[src/rtl/ctl_pkg.sv]
// Package: shared widths, opcode values and control encodings for the
// three-phase control unit. Assumes a fixed 32-bit instruction layout.
package ctl_pkg;
    localparam int DATA_W = 32;
    localparam int OPC_W  = 6;
    localparam int REG_W  = 4;
    localparam int IMM_W  = 22;
    localparam int INSTR_W = OPC_W + REG_W + IMM_W;
    localparam int ALU_W  = 2;
    localparam int MUX_W  = 2;

    typedef enum logic [1:0] {
        PH_FETCH  = 2'd0,
        PH_DECODE = 2'd1,
        PH_EXEC   = 2'd2
    } phase_e;

    localparam logic [OPC_W-1:0] OP_MOVI = 6'h00;
    localparam logic [OPC_W-1:0] OP_MOVR = 6'h01;
    localparam logic [OPC_W-1:0] OP_ADDR = 6'h02;
    localparam logic [OPC_W-1:0] OP_ADDI = 6'h03;

    localparam logic [ALU_W-1:0] ALU_PASS = 2'd0;
    localparam logic [ALU_W-1:0] ALU_SUM  = 2'd1;

    localparam logic [MUX_W-1:0] SRC_IMM  = 2'd0;
    localparam logic [MUX_W-1:0] SRC_PORTB = 2'd1;
    localparam logic [MUX_W-1:0] SRC_ALU  = 2'd2;
endpackage

[src/rtl/ctl_sequencer.sv]
// Module: ctl_sequencer
// Steps fetch -> decode -> execute -> fetch, one clock period per phase.
// Assumes a synchronous active-low reset that forces fetch.
module ctl_sequencer
    import ctl_pkg::*;
(
    input  logic   clk,
    input  logic   rst_n,
    output phase_e phase
);
    // Phase register: advances once per clock, wraps from execute to fetch.
    always_ff @(posedge clk) begin
        if (!rst_n) begin
            phase <= PH_FETCH;
        end else begin
            case (phase)
                PH_FETCH:  phase <= PH_DECODE;
                PH_DECODE: phase <= PH_EXEC;
                default:   phase <= PH_FETCH;
            endcase
        end
    end

    // reset lands in fetch
    a_r1_reset_fetch: assert property (@(posedge clk) !rst_n |=> phase == PH_FETCH);
    // phase order
    a_r2_fetch_decode: assert property (@(posedge clk) disable iff (!rst_n)
        phase == PH_FETCH |=> phase == PH_DECODE);
    a_r2_decode_exec: assert property (@(posedge clk) disable iff (!rst_n)
        phase == PH_DECODE |=> phase == PH_EXEC);
    a_r2_exec_fetch: assert property (@(posedge clk) disable iff (!rst_n)
        phase == PH_EXEC |=> phase == PH_FETCH);
endmodule

[src/rtl/ctl_ireg.sv]
// Module: ctl_ireg
// Instruction register: captures the memory word on the edge that ends fetch.
// Assumes the phase input comes from ctl_sequencer.
module ctl_ireg
    import ctl_pkg::*;
#(
    parameter int W = INSTR_W
) (
    input  logic         clk,
    input  logic         rst_n,
    input  phase_e       phase,
    input  logic [W-1:0] mem_word,
    output logic [W-1:0] instr
);
    // Capture the word only while in fetch; hold it otherwise.
    always_ff @(posedge clk) begin
        if (!rst_n) begin
            instr <= '0;
        end else if (phase == PH_FETCH) begin
            instr <= mem_word;
        end
    end

    // held through decode into execute and into the next fetch
    a_r10_hold: assert property (@(posedge clk) disable iff (!rst_n)
        phase != PH_FETCH |=> $stable(instr));
endmodule

[src/rtl/ctl_decode.sv]
// Module: ctl_decode
// Splits the latched word into fields and generates datapath controls.
// Data-type controls follow the word; enables are gated by the phase.
// Assumes the word is stable from decode through execute.
module ctl_decode
    import ctl_pkg::*;
(
    input  logic               clk,
    input  logic               rst_n,
    input  phase_e             phase,
    input  logic [INSTR_W-1:0] instr,
    output logic [REG_W-1:0]   rd_addr_a,
    output logic [REG_W-1:0]   rd_addr_b,
    output logic [REG_W-1:0]   wr_addr,
    output logic               rd_en_a,
    output logic               rd_en_b,
    output logic               wr_en,
    output logic [ALU_W-1:0]   alu_op,
    output logic [MUX_W-1:0]   mux_sel,
    output logic [DATA_W-1:0]  imm_out,
    output logic               out_en
);
    localparam int DST_LSB = IMM_W;
    localparam int SRC_LSB = IMM_W - REG_W;

    logic [OPC_W-1:0]  opc;
    logic [REG_W-1:0]  dst;
    logic [REG_W-1:0]  src;
    logic [DATA_W-1:0] imm_ext;
    logic              active;
    logic              in_exec;

    // Field split per the fixed layout.
    assign opc     = instr[INSTR_W-1 -: OPC_W];
    assign dst     = instr[DST_LSB +: REG_W];
    assign src     = instr[SRC_LSB +: REG_W];
    assign imm_ext = {{(DATA_W-IMM_W){1'b0}}, instr[IMM_W-1:0]};
    assign active  = (phase == PH_DECODE) || (phase == PH_EXEC);
    assign in_exec = (phase == PH_EXEC);
    assign out_en  = 1'b0;

    // Opcode to control mapping; unknown opcodes keep all defaults.
    always_comb begin
        rd_addr_a = '0;
        rd_addr_b = '0;
        wr_addr   = '0;
        rd_en_a   = 1'b0;
        rd_en_b   = 1'b0;
        wr_en     = 1'b0;
        alu_op    = ALU_PASS;
        mux_sel   = SRC_IMM;
        imm_out   = '0;
        case (opc)
            OP_MOVI: begin
                imm_out = imm_ext;
                wr_addr = dst;
                wr_en   = in_exec;
            end
            OP_MOVR: begin
                rd_addr_b = src;
                rd_en_b   = active;
                wr_addr   = dst;
                wr_en     = in_exec;
                mux_sel   = SRC_PORTB;
            end
            OP_ADDR: begin
                rd_addr_a = dst;
                rd_addr_b = src;
                rd_en_a   = active;
                rd_en_b   = active;
                wr_addr   = dst;
                wr_en     = in_exec;
                alu_op    = ALU_SUM;
                mux_sel   = SRC_ALU;
            end
            OP_ADDI: begin
                imm_out   = imm_ext;
                rd_addr_a = dst;
                rd_en_a   = active;
                wr_addr   = dst;
                wr_en     = in_exec;
                alu_op    = ALU_SUM;
                mux_sel   = SRC_ALU;
            end
            default: ;
        endcase
    end

    // write is a single-cycle pulse
    a_r8_wr_pulse: assert property (@(posedge clk) disable iff (!rst_n)
        wr_en |=> !wr_en);
    // write only follows a decode period
    a_r8_wr_after_decode: assert property (@(posedge clk) disable iff (!rst_n)
        $rose(wr_en) |-> $past(phase) == PH_DECODE);
    // quiet in fetch
    a_r9_fetch_quiet: assert property (@(posedge clk) disable iff (!rst_n)
        phase == PH_FETCH |-> !(rd_en_a || rd_en_b || wr_en));
    // controls identical in decode and execute
    a_r10_stable_ctrl: assert property (@(posedge clk) disable iff (!rst_n)
        phase == PH_EXEC |-> $stable({rd_addr_a, rd_addr_b, wr_addr, rd_en_a,
                                      rd_en_b, alu_op, mux_sel, imm_out}));
endmodule

[src/rtl/ctl_unit.sv]
// Module: ctl_unit (top)
// Three-phase instruction control unit: sequencer, instruction register
// and decoder. Assumes instruction words arrive on mem_word during fetch.
module ctl_unit
    import ctl_pkg::*;
(
    input  logic                clk,
    input  logic                rst_n,
    input  logic [INSTR_W-1:0]  mem_word,
    output logic [REG_W-1:0]    rd_addr_a,
    output logic [REG_W-1:0]    rd_addr_b,
    output logic [REG_W-1:0]    wr_addr,
    output logic                rd_en_a,
    output logic                rd_en_b,
    output logic                wr_en,
    output logic [ALU_W-1:0]    alu_op,
    output logic [MUX_W-1:0]    mux_sel,
    output logic [DATA_W-1:0]   imm_out,
    output logic                out_en
);
    phase_e             phase;
    logic [INSTR_W-1:0] instr;

    ctl_sequencer u_seq (
        .clk   (clk),
        .rst_n (rst_n),
        .phase (phase)
    );

    ctl_ireg #(.W(INSTR_W)) u_ireg (
        .clk      (clk),
        .rst_n    (rst_n),
        .phase    (phase),
        .mem_word (mem_word),
        .instr    (instr)
    );

    ctl_decode u_dec (
        .clk       (clk),
        .rst_n     (rst_n),
        .phase     (phase),
        .instr     (instr),
        .rd_addr_a (rd_addr_a),
        .rd_addr_b (rd_addr_b),
        .wr_addr   (wr_addr),
        .rd_en_a   (rd_en_a),
        .rd_en_b   (rd_en_b),
        .wr_en     (wr_en),
        .alu_op    (alu_op),
        .mux_sel   (mux_sel),
        .imm_out   (imm_out),
        .out_en    (out_en)
    );

    // an unknown opcode in decode still reaches fetch two cycles later
    a_r11_unknown_returns: assert property (@(posedge clk) disable iff (!rst_n)
        (phase == PH_EXEC && instr[INSTR_W-1 -: OPC_W] > OP_ADDI) |=> !wr_en && phase == PH_FETCH);
endmodule

[config.mk]
export PLATFORM = sky130hd
export DESIGN_NAME = ctl_unit
export DESIGN_NICKNAME = d
export VERILOG_FILES = /design/src/rtl/ctl_pkg.sv /design/src/rtl/ctl_sequencer.sv /design/src/rtl/ctl_ireg.sv /design/src/rtl/ctl_decode.sv /design/src/rtl/ctl_unit.sv
export SDC_FILE = /design/constraint.sdc
export NUM_CORES = 1
export LEC_CHECK = 0
export BUFFER_PORTS_ARGS = -buffer_cell sky130_fd_sc_hd__buf_4
export CELL_PAD_IN_SITES_DETAIL_PLACEMENT = 1
export CELL_PAD_IN_SITES_GLOBAL_PLACEMENT = 2
export CORE_MARGIN = 3
export CORE_UTILIZATION = 25
export CTS_CLUSTER_DIAMETER = 150
export DETAILED_ROUTE_END_ITERATION = 6
export PLACE_DENSITY_LB_ADDON = 0.12
export SLEW_MARGIN = 20
export SYNTH_ARGS = -nofsm -noshare
export SYNTH_HDL_FRONTEND = slang
export SYNTH_HIERARCHICAL = 1
export SYNTH_SLANG_ARGS = --single-unit
export TNS_END_PERCENT = 50
[constraint.sdc]
create_clock -name clk -period 1.65 [get_ports clk]
set_clock_uncertainty 0.15 [all_clocks]
set_input_delay 0 -clock clk [delete_from_list [all_inputs] [get_ports clk]]
set_output_delay 0 -clock clk [all_outputs]
set_load 0.02 [all_outputs]
==> results of run 1 <==
## what timing repair did
item | in CTS | in global routing
pin swaps | 3 | 5
resized for setup | 32 | 31
setup buffers | 2 | 0
hold endpoints to repair | 32 | 0
gates cloned | 1 | 1
setup endpoints to repair | 39 | 40
hold buffers | 47 | 0
## critical path: cells and delay by family, from the launching register on
kind / cells / cell delay (ns)
buffers and inverters: 3 / 0.42
and+or+nand+nor: 2 / 0.51
DFF: 1 / 0.34
## power by group through the flow
| stage | sequential [mW] | clock (mW) | combinational, mW |
|---|---|---|---|
| after floorplan | 0.948 | 0 | 0.431 |
| after global placement | 0.960 | 0 | 0.635 |
| after detailed placement | 0.964 | 0 | 0.634 |
| after CTS | 0.945 | 0.982 | 0.808 |
| after global routing | 0.960 | 1.01 | 0.945 |
| final | 0.948 | 0.958 | 0.876 |
## cells by family after synthesis
family | count (synthesis) | share of synthesized area
XOR/XNOR | 2 | 0.00964
other | 1 | 0.00206
AO/OA/AOI/OAI | 64 | 0.225
adder cells (fa/ha/maj) | 1 | 0.00689
buffers and inverters | 37 | 0.136
flip-flops | 34 | 0.375
AND/OR/NAND/NOR | 77 | 0.247
## metal layers
metal | routed length (µm) | up-vias | GRT usage | part of all wire
li1 | - | 974 | - | -
met1 | 2780 | 931 | 0.180 | 0.45
met2 | 3040 | 46 | 0.251 | 0.50
met3 | 251 | 4 | 0.0365 | 0.041
met4 | 66 | 0 | 0.0452 | 0.011
met5 | 0 | - | 0 | 0
## through the flow
stage	utilization	std cells	setup TNS [ns]	total power, mW	worst slack [ns]
6_report	0.476	428	-1.67	2.78	-0.0654
5_1_grt	0.476	428	-5.08	2.92	-0.152
4_1_cts	0.455	427	-0.836	2.74	-0.0495
3_5_place_dp	0.345	369	0	1.60	0.237
3_3_place_gp	0.345	369	0	1.59	0.245
2_1_floorplan	-	227	0	1.38	0.0938
## Yosys cell counts, drive strengths merged
cell    number  share of area
xor2         1         0.0048
nor3b        3          0.015
or2          1         0.0048
o21ai       32          0.092
conb         1         0.0021
nor3         1         0.0028
or4          1         0.0062
ha           1         0.0069
nand2       32          0.066
and3        30           0.11
dfxtp       34           0.37
and3b        1         0.0048
and2         7          0.027
xnor2        1         0.0048
inv          1         0.0021
clkbuf      10          0.021
o211ai      32           0.13
nor4         1          0.012
buf         26           0.11
## cell type report
type | count | area, µm² | area share
clock inverter | 2 | 60.1 | 0.0183
timing repair buffer | 133 | 1310 | 0.397
tap | 96 | 120 | 0.0365
sequential | 34 | 684 | 0.208
multi-input combinational | 156 | 1030 | 0.314
inverter | 1 | 3.75 | 0.00114
clock buffer | 6 | 82.6 | 0.0251
## flip-flops by register name, summed over array words and instances, names as in the netlist
name	count
u_seq/phase	2
u_ireg/instr	32
## path summary, 6_finish.rpt
check / to / slack, ns / cells after the start
worst max-delay path: rd_addr_b[3] / -0.07 / 5
worst min-delay path: u_ireg/instr[8] / 0.33 / 2
worst max register to register: u_ireg/instr[17] / 0.43 / 2
worst min register to register: u_ireg/instr[8] / 0.33 / 2
## cell usage in the layout, fill, tap and decap left out, types with 2 or more instances in the layout
cell / Yosys / layout
bufinv_16: 0 / 2
and3_2: 7 / 4
and2_1: 3 / 2
buf_4: 13 / 47
buf_8: 0 / 3
dlygate4sd3_1: 0 / 47
buf_6: 7 / 33
and3_1: 23 / 10
o21ai_2: 2 / 2
buf_12: 0 / 2
dfxtp_1: 34 / 31
o211ai_1: 32 / 32
nor3b_2: 1 / 3
clkbuf_8: 0 / 6
and3_4: 0 / 16
dfxtp_2: 0 / 3
and2_2: 4 / 4
o21ai_1: 30 / 30
conb_1: 1 / 12
nand2_1: 32 / 32
==> results.ini, run 1 <==
[die]
dieHeight_um = 91.2
fp-row-count = 30
coreArea_um2 = 6910
fp.dieW_um = 91.2
initial_core_util = 0.263
fp.dieArea_um2 = 8330
boundaryPins = 86

[critical_path]
r2r-start = u_seq/phase[1]
arrival_ns = 1.57
worstSetupEndpointType = output port
crit_start = u_ireg/instr[31]
path_class = reg -> out
crit_top_cell = buf_6
worst_ep_required_time_ns = 1.50
critPathSlowestCell = dfxtp_2
cp_max_fo = 12
max_stage_delay_ns = 0.34
cp-start-kind = register
path_cells = nor4_4 > buf_6 > buf_8 > and3_2 > buf_6

[cells_and_area]
layout.nets = 366
n_antenna_cell = 0
final_cell_area_um2 = 3290
layout-drive-gt1-share = 0.398
syn2layout_area_growth_pct = 81.0
fillCellCount = 812

[place]
place.gp.congestion = 0.652
placed_area_um2 = 2380
dp_hpwl_mm = 3.75
io_buffer_count = 73

[yosys]
syn_area_um2 = 1820
synth.distinct_cells = 26
ys_warn_count = 6
netlist_instances = 216
ys_ff_latch = 34
synth.avg_cell_area_um2 = 8.41
yosysSeqAreaShare = 0.375

[clock_network]
clk_latency_ns = 0.29
cts_buffer_depth = 2
cts_made_buffers = 5
cts_tree = yes
clockRootBuffer = clkbuf_8
path_clk_slew_ns = 0.07
clkSinkCount = 34
cts_max_level = 2

[timing]
hold_violations = 0
timing.final.crit_share = 1.04
fmax_mhz = 583
rsz0062_at_grt = true
hold_slack_ns = 0.332
setup_viol = 40
finalWorstSetupSlack_ns = -0.0654
min_period_ns = 1.72
report.final.slew_viol_count = 0

[detailed_routing]
drc = 0
via_count = 1955
ant_nets = 0
wl_mm = 6.14
post_drt_wl_per_cell_um = 14.3
drt_iter0_drc = 82
via_per_inst = 4.57
drt_first_pass_iters = 4

[global_route]
grt.total_usage = 0.147
grt_pass1_wl_mm = 9.95
grt_pass1_vias = 2026
grt_max_degree = 39
gr-total-overflow = 0
grt_antenna_before_repair = 0

[power_and_ir_drop]
p_leak_nw = 1.42
switching_share = 0.287
seq_power_share = 0.341
p_clk_frac = 0.344
p_int_mw = 1.98
ir_drop_v = 0.000375
combPwrFrac = 0.315
powerDensity_nw_per_um2 = 846
switchingPower_mw = 0.798

[flow_run]
drv_cap = 0

[hold_path]
min_from = u_ireg/instr[8]
hold_class = reg -> reg

[status]
status = finished with violations
violations = setup timing

No activity file was read; power rests on OpenSTA's default activity.
==> run 2, diff against run 1 <==
--- a/config.mk
+++ b/config.mk
@@ -9,10 +9,10 @@
 export CELL_PAD_IN_SITES_DETAIL_PLACEMENT = 1
 export CELL_PAD_IN_SITES_GLOBAL_PLACEMENT = 2
 export CORE_MARGIN = 3
-export CORE_UTILIZATION = 25
+export CORE_UTILIZATION = 27
 export CTS_CLUSTER_DIAMETER = 150
 export DETAILED_ROUTE_END_ITERATION = 6
-export PLACE_DENSITY_LB_ADDON = 0.12
+export PLACE_DENSITY = 0.93
 export SLEW_MARGIN = 20
 export SYNTH_ARGS = -nofsm -noshare
 export SYNTH_HDL_FRONTEND = slang
==> constraint.sdc (replaced) <==
create_clock -name clk -period 2.1 [get_ports clk]
set_clock_uncertainty 0.15 [all_clocks]
set_input_delay 0 -clock clk [delete_from_list [all_inputs] [get_ports clk]]
set_output_delay 0 -clock clk [all_outputs]
set_load 0.02 [all_outputs]
==> run 2 against run 1 <==
  * The run now ends clean
  * Flip-flop and latch count did not move
  * Wire length fell by 9.6%
  * Combinational power fell by 42%
  * Clock power fell by 47%
  * Non-clock buffer count fell by 22
  * Highest routed layer unchanged
==> results.ini, run 2 (synthesis results as in run 1) <==
[status]
status = complete, no violations

[cells_and_area]
multi_input_area_um2 = 950
biggestRegsByFlops = u_ireg/instr: 32 flops, u_seq/phase: 2 flops
regArea_um2 = 681
final_cell_area_um2 = 2740
layout-drive-gt1-share = 0.335
syn2layout_area_growth_pct = 50.6
fillCellCount = 762
layout_common_cells = buf_4, dfxtp_1, dlygate4sd3_1, nand2_1, o211ai_1
layout.nets = 344
top_register = u_ireg/instr
largest_reg_flops = 32
fin_util = 0.426
mostFrequentLayoutCell = buf_4
n_antenna_cell = 0

[die]
boundaryPins = 86
coreArea_um2 = 6420
fp.dieW_um = 88.0
fp.dieArea_um2 = 7750
dieHeight_um = 88.0
fp-row-count = 29
initial_core_util = 0.283

[critical_path]
worst_ep_required_time_ns = 1.95
path_cells = inv_1 > ha_1 > nor3_1 > buf_4
cp-start-kind = register
cp_num_buf_inv = 2
worst_r2r_endpoint = u_ireg/instr[29]
critical_path.top_delay_family = flip-flops
worstSetupEndpointType = output port
max_stage_delay_ns = 0.64
arrival_ns = 1.80
r2r-start = u_seq/phase[0]
critPathSlowestCell = dfxtp_1
path_class = reg -> out
r2r_slack_ns = 0.58
ff2ff_path_depth = 2
cp_max_fo = 13

[detailed_routing]
via_count = 1853
post_drt_wl_per_cell_um = 14.3
drt_first_pass_iters = 3
via_per_inst = 4.79
drt_iter0_drc = 44
drc = 0
wl_mm = 5.55
ant_nets = 0

[power_and_ir_drop]
switchingPower_mw = 0.570
seq_power_share = 0.424
powerDensity_nw_per_um2 = 646
ir_drop_v = 0.000291
switching_share = 0.323
p_int_mw = 1.20
p_leak_nw = 1.30
finalPower_mw = 1.77
p_clk_frac = 0.286
combPwrFrac = 0.290

[global_route]
grt_pass1_wl_mm = 8.73
grt.total_usage = 0.144
gr-total-overflow = 0
grt_max_degree = 67
grt_antenna_before_repair = 0
grt_pass1_vias = 1840

[flow_run]
drv_cap = 0

[place]
placed_area_um2 = 2310
place.gp.congestion = 0.720
io_buffer_count = 73
dp_hpwl_mm = 3.50

[timing]
hold_violations = 0
tns_ns = 0
timing.final.crit_share = 0.929
fmax_mhz = 512
slew_headroom = 0.587
setup_viol = 0
min_period_ns = 1.95
hold_slack_ns = 0.108
rsz0062_at_grt = false
tightest_slew_ns = 0.619
report.final.slew_viol_count = 0

[clock_network]
cts_tree = yes
clockRootBuffer = clkbuf_8
post_cts_buffers = 0
path_clk_slew_ns = 0.07
cts_buffer_depth = 2
cts_made_buffers = 5
clkSinkCount = 34
clk_latency_ns = 0.28
cts_max_level = 2

[hold_path]
hold_depth = 3
hold_class = in -> reg
min_from = rst_n
whs_endpoint = u_ireg/instr[3]

run 2: cell count changes in the layout (fill, tap and decap cells not counted), moves of 3 or more:
cell / previous run / this run
dlygate4sd3_1: 47 / 32
buf_4: 47 / 79
buf_8: 3 / 0
and3_4: 16 / 0
and3_1: 10 / 23
and3_2: 4 / 7
buf_6: 33 / 0
dfxtp_2: 3 / 0
dfxtp_1: 31 / 34
run 2: what timing repair did:
item / CTS / global route
resized for setup: 0 / 1
hold buffers: 32 / 0
hold endpoints to repair: 32 / 0
endpoints found under the setup margin: 0 / 18
run 2: worst max path at each step:
stage	cells after the start	slack (ns)	endpoint	startpoint
6_report	4	0.15	rd_en_b	u_seq/phase[0]
3_5_place_dp	3	0.41	imm_out[21]	u_ireg/instr[26]
5_1_grt	4	0.02	rd_en_b	u_seq/phase[0]
2_1_floorplan	2	0.54	mux_sel[0]	u_ireg/instr[31]
4_1_cts	3	0.09	imm_out[21]	u_ireg/instr[26]
3_3_place_gp	3	0.44	imm_out[0]	u_ireg/instr[26]
run 2: layer usage:
layer  vias to the layer above  GRT usage  part of all wire
met5                         -          0                 0
met4                         0     0.0577             0.015
met3                         8     0.0263             0.046
met2                        52      0.260              0.51
met1                       869      0.169              0.43
li1                        924          -                 -
run 2: final cells by class:
cell class                 count  area share
clock buffer                   7      0.0316
clock inverter                 1     0.00183
inverter                       1     0.00137
multi-input combinational    156       0.347
sequential                    34       0.249
tap                           77      0.0352
timing repair buffer         111       0.334
run 2: power by group through the flow:
stage                     Combinational, mW  Clock (mW)  Sequential [mW]
after global routing                  0.560       0.559            0.756
after floorplan                       0.338           0            0.745
after CTS                             0.510       0.526            0.748
after detailed placement              0.462           0            0.763
after global placement                0.455           0            0.759
final                                 0.512       0.505            0.749
run 2: worst reg2reg max path, stage by stage, from the launching register on:
cell and delay, ns:
dfxtp_1 0.64, or2_4 0.46, o21ai_1 0.15
run 2: through the flow:
stage / setup slack, ns / instances
after CTS: 0.0897 / 387
after detailed placement: 0.411 / 347
final: 0.148 / 387
after global routing: 0.0222 / 387
after floorplan: 0.544 / 227
after global placement: 0.441 / 347
==> run 3, diff against run 2 <==
--- a/config.mk
+++ b/config.mk
@@ -8,6 +8,7 @@
 export BUFFER_PORTS_ARGS = -buffer_cell sky130_fd_sc_hd__buf_4
 export CELL_PAD_IN_SITES_DETAIL_PLACEMENT = 1
 export CELL_PAD_IN_SITES_GLOBAL_PLACEMENT = 2
+export CORE_ASPECT_RATIO = 0.7
 export CORE_MARGIN = 3
 export CORE_UTILIZATION = 27
 export CTS_CLUSTER_DIAMETER = 150
==> run 3 against run 2 <==
  * Sequential power hardly changed
  * Final cell count up 3.1%
  * Setup slack improved by 0.10 ns
  * Critical path depth shrank 1
  * Register-to-register slack improved by 0.31 ns
  * Non-clock buffer count stayed put
  * Power is 1.2% lower
  * Critical path type unchanged
==> results.ini, run 3 (synthesis results as in run 1) <==
[timing]
rsz0062_at_grt = false
hold_violations = 0
hold_slack_ns = 0.108
tns_ns = 0
min_period_ns = 1.85
setup_viol = 0
timing.final.crit_share = 0.879
slew_headroom = 0.584
fmax_mhz = 541
tightest_slew_ns = 0.623
report.final.slew_viol_count = 0

[cells_and_area]
regArea_um2 = 681
multi_input_area_um2 = 950
fin_util = 0.431
top_register = u_ireg/instr
layout-drive-gt1-share = 0.334
largest_reg_flops = 32
fillCellCount = 776
mostFrequentLayoutCell = buf_4
layout.nets = 344
layout_common_cells = buf_4, dfxtp_1, dlygate4sd3_1, nand2_1, o211ai_1
instances_no_fill = 399
biggestRegsByFlops = u_ireg/instr: 32 flops, u_seq/phase: 2 flops
n_antenna_cell = 0
syn2layout_area_growth_pct = 51.0

[clock_network]
clk_latency_ns = 0.27
cts_max_level = 2
path_clk_slew_ns = 0.07
clkSinkCount = 34
clockRootBuffer = clkbuf_8
cts_made_buffers = 5
cts_buffer_depth = 2
cts_tree = yes

[critical_path]
max_stage_delay_ns = 0.54
worst_r2r_endpoint = u_ireg/instr[4]
cp_max_fo = 23
critical_path.top_delay_family = XOR/XNOR gates
critPathSlowestCell = xnor2_4
worst_ep_required_time_ns = 1.95
arrival_ns = 1.70
cp_num_buf_inv = 1
path_cells = xnor2_4 > and3_1 > buf_4
cp-start-kind = register
worstSetupEndpointType = output port
ff2ff_path_depth = 2
path_class = reg -> out
r2r-start = u_seq/phase[1]
r2r_slack_ns = 0.89

[die]
fp.dieW_um = 104
fp.dieArea_um2 = 7760
initial_core_util = 0.285
coreArea_um2 = 6370
boundaryPins = 86
dieHeight_um = 74.6
fp-row-count = 24

[status]
status = complete, no violations

[power_and_ir_drop]
ir_drop_v = 0.000274
powerDensity_nw_per_um2 = 636
p_clk_frac = 0.274
p_int_mw = 1.19
p_leak_nw = 1.29
switching_share = 0.321
combPwrFrac = 0.298
switchingPower_mw = 0.560
seq_power_share = 0.429

[global_route]
gr-total-overflow = 0
grt_max_degree = 67
grt_pass1_wl_mm = 9.41
grt.total_usage = 0.150
grt_antenna_before_repair = 0
grt_pass1_vias = 1878

[detailed_routing]
drt_iter0_drc = 64
via_count = 1879
drt_first_pass_iters = 4
wl_mm = 5.92
post_drt_wl_per_cell_um = 14.8
drc = 0
ant_nets = 0
via_per_inst = 4.71

[hold_path]
hold_class = in -> reg
min_from = rst_n
whs_endpoint = u_ireg/instr[2]
hold_depth = 3

[place]
place.gp.congestion = 0.678
io_buffer_count = 73
dp_hpwl_mm = 3.70
dpl.cell_count = 361

[flow_run]
drv_cap = 0

## run 3: timing repair
item	4_1_cts	5_1_grt
gates resized for setup	1	0
buffers inserted	0	0
hold endpoints to repair	32	0
hold buffers	32	0
endpoints found under the setup margin	2	0
## run 3: worst reg2reg max path, delay by kind of cell (launching register included)
family	cells	cell delay [ns]
AO/OA/AOI/OAI	1	0.16
AND/OR/NAND/NOR	1	0.40
flip-flops	1	0.38
## run 3: stage by stage
stage	cell area [µm²]	power, mW	worst slack, ns
after global placement	2330	1.22	0.360
final	2740	1.75	0.253
after CTS	2740	1.76	0.248
after floorplan	1860	1.08	0.544
after detailed placement	2330	1.23	0.304
after global routing	2740	1.85	0.137
## run 3: worst max path at each step
stage | startpoint | end | slack [ns] | cells after the start
final | u_ireg/instr[27] | imm_out[14] | 0.25 | 3
after global routing | u_ireg/instr[27] | imm_out[14] | 0.14 | 3
after CTS | u_ireg/instr[27] | imm_out[0] | 0.25 | 3
after detailed placement | u_ireg/instr[27] | imm_out[0] | 0.30 | 3
after global placement | u_ireg/instr[27] | imm_out[0] | 0.36 | 3
after floorplan | u_ireg/instr[31] | mux_sel[0] | 0.54 | 2
## run 3: power by group through the flow
stage / sequential, mW / combinational [mW] / clock [mW]
finish: 0.749 / 0.520 / 0.478
floorplan: 0.745 / 0.338 / 0
detailed placement: 0.762 / 0.466 / 0
global placement: 0.759 / 0.458 / 0
global route: 0.756 / 0.564 / 0.529
CTS: 0.749 / 0.518 / 0.496
## run 3: final cells by class
cell class | count | area share
clock buffer | 6 | 0.0301
tap | 91 | 0.0415
sequential | 34 | 0.248
multi-input combinational | 156 | 0.346
timing repair buffer | 111 | 0.333
inverter | 1 | 0.00137
## run 3: routing by layer
| layer | vias to the layer above | track usage | part of all wire |
|---|---|---|---|
| li1 | 924 | - | - |
| met1 | 890 | 0.187 | 0.45 |
| met2 | 60 | 0.267 | 0.48 |
| met3 | 5 | 0.0411 | 0.062 |
| met4 | 0 | 0.0354 | 0.0052 |
| met5 | - | 0 | 0 |
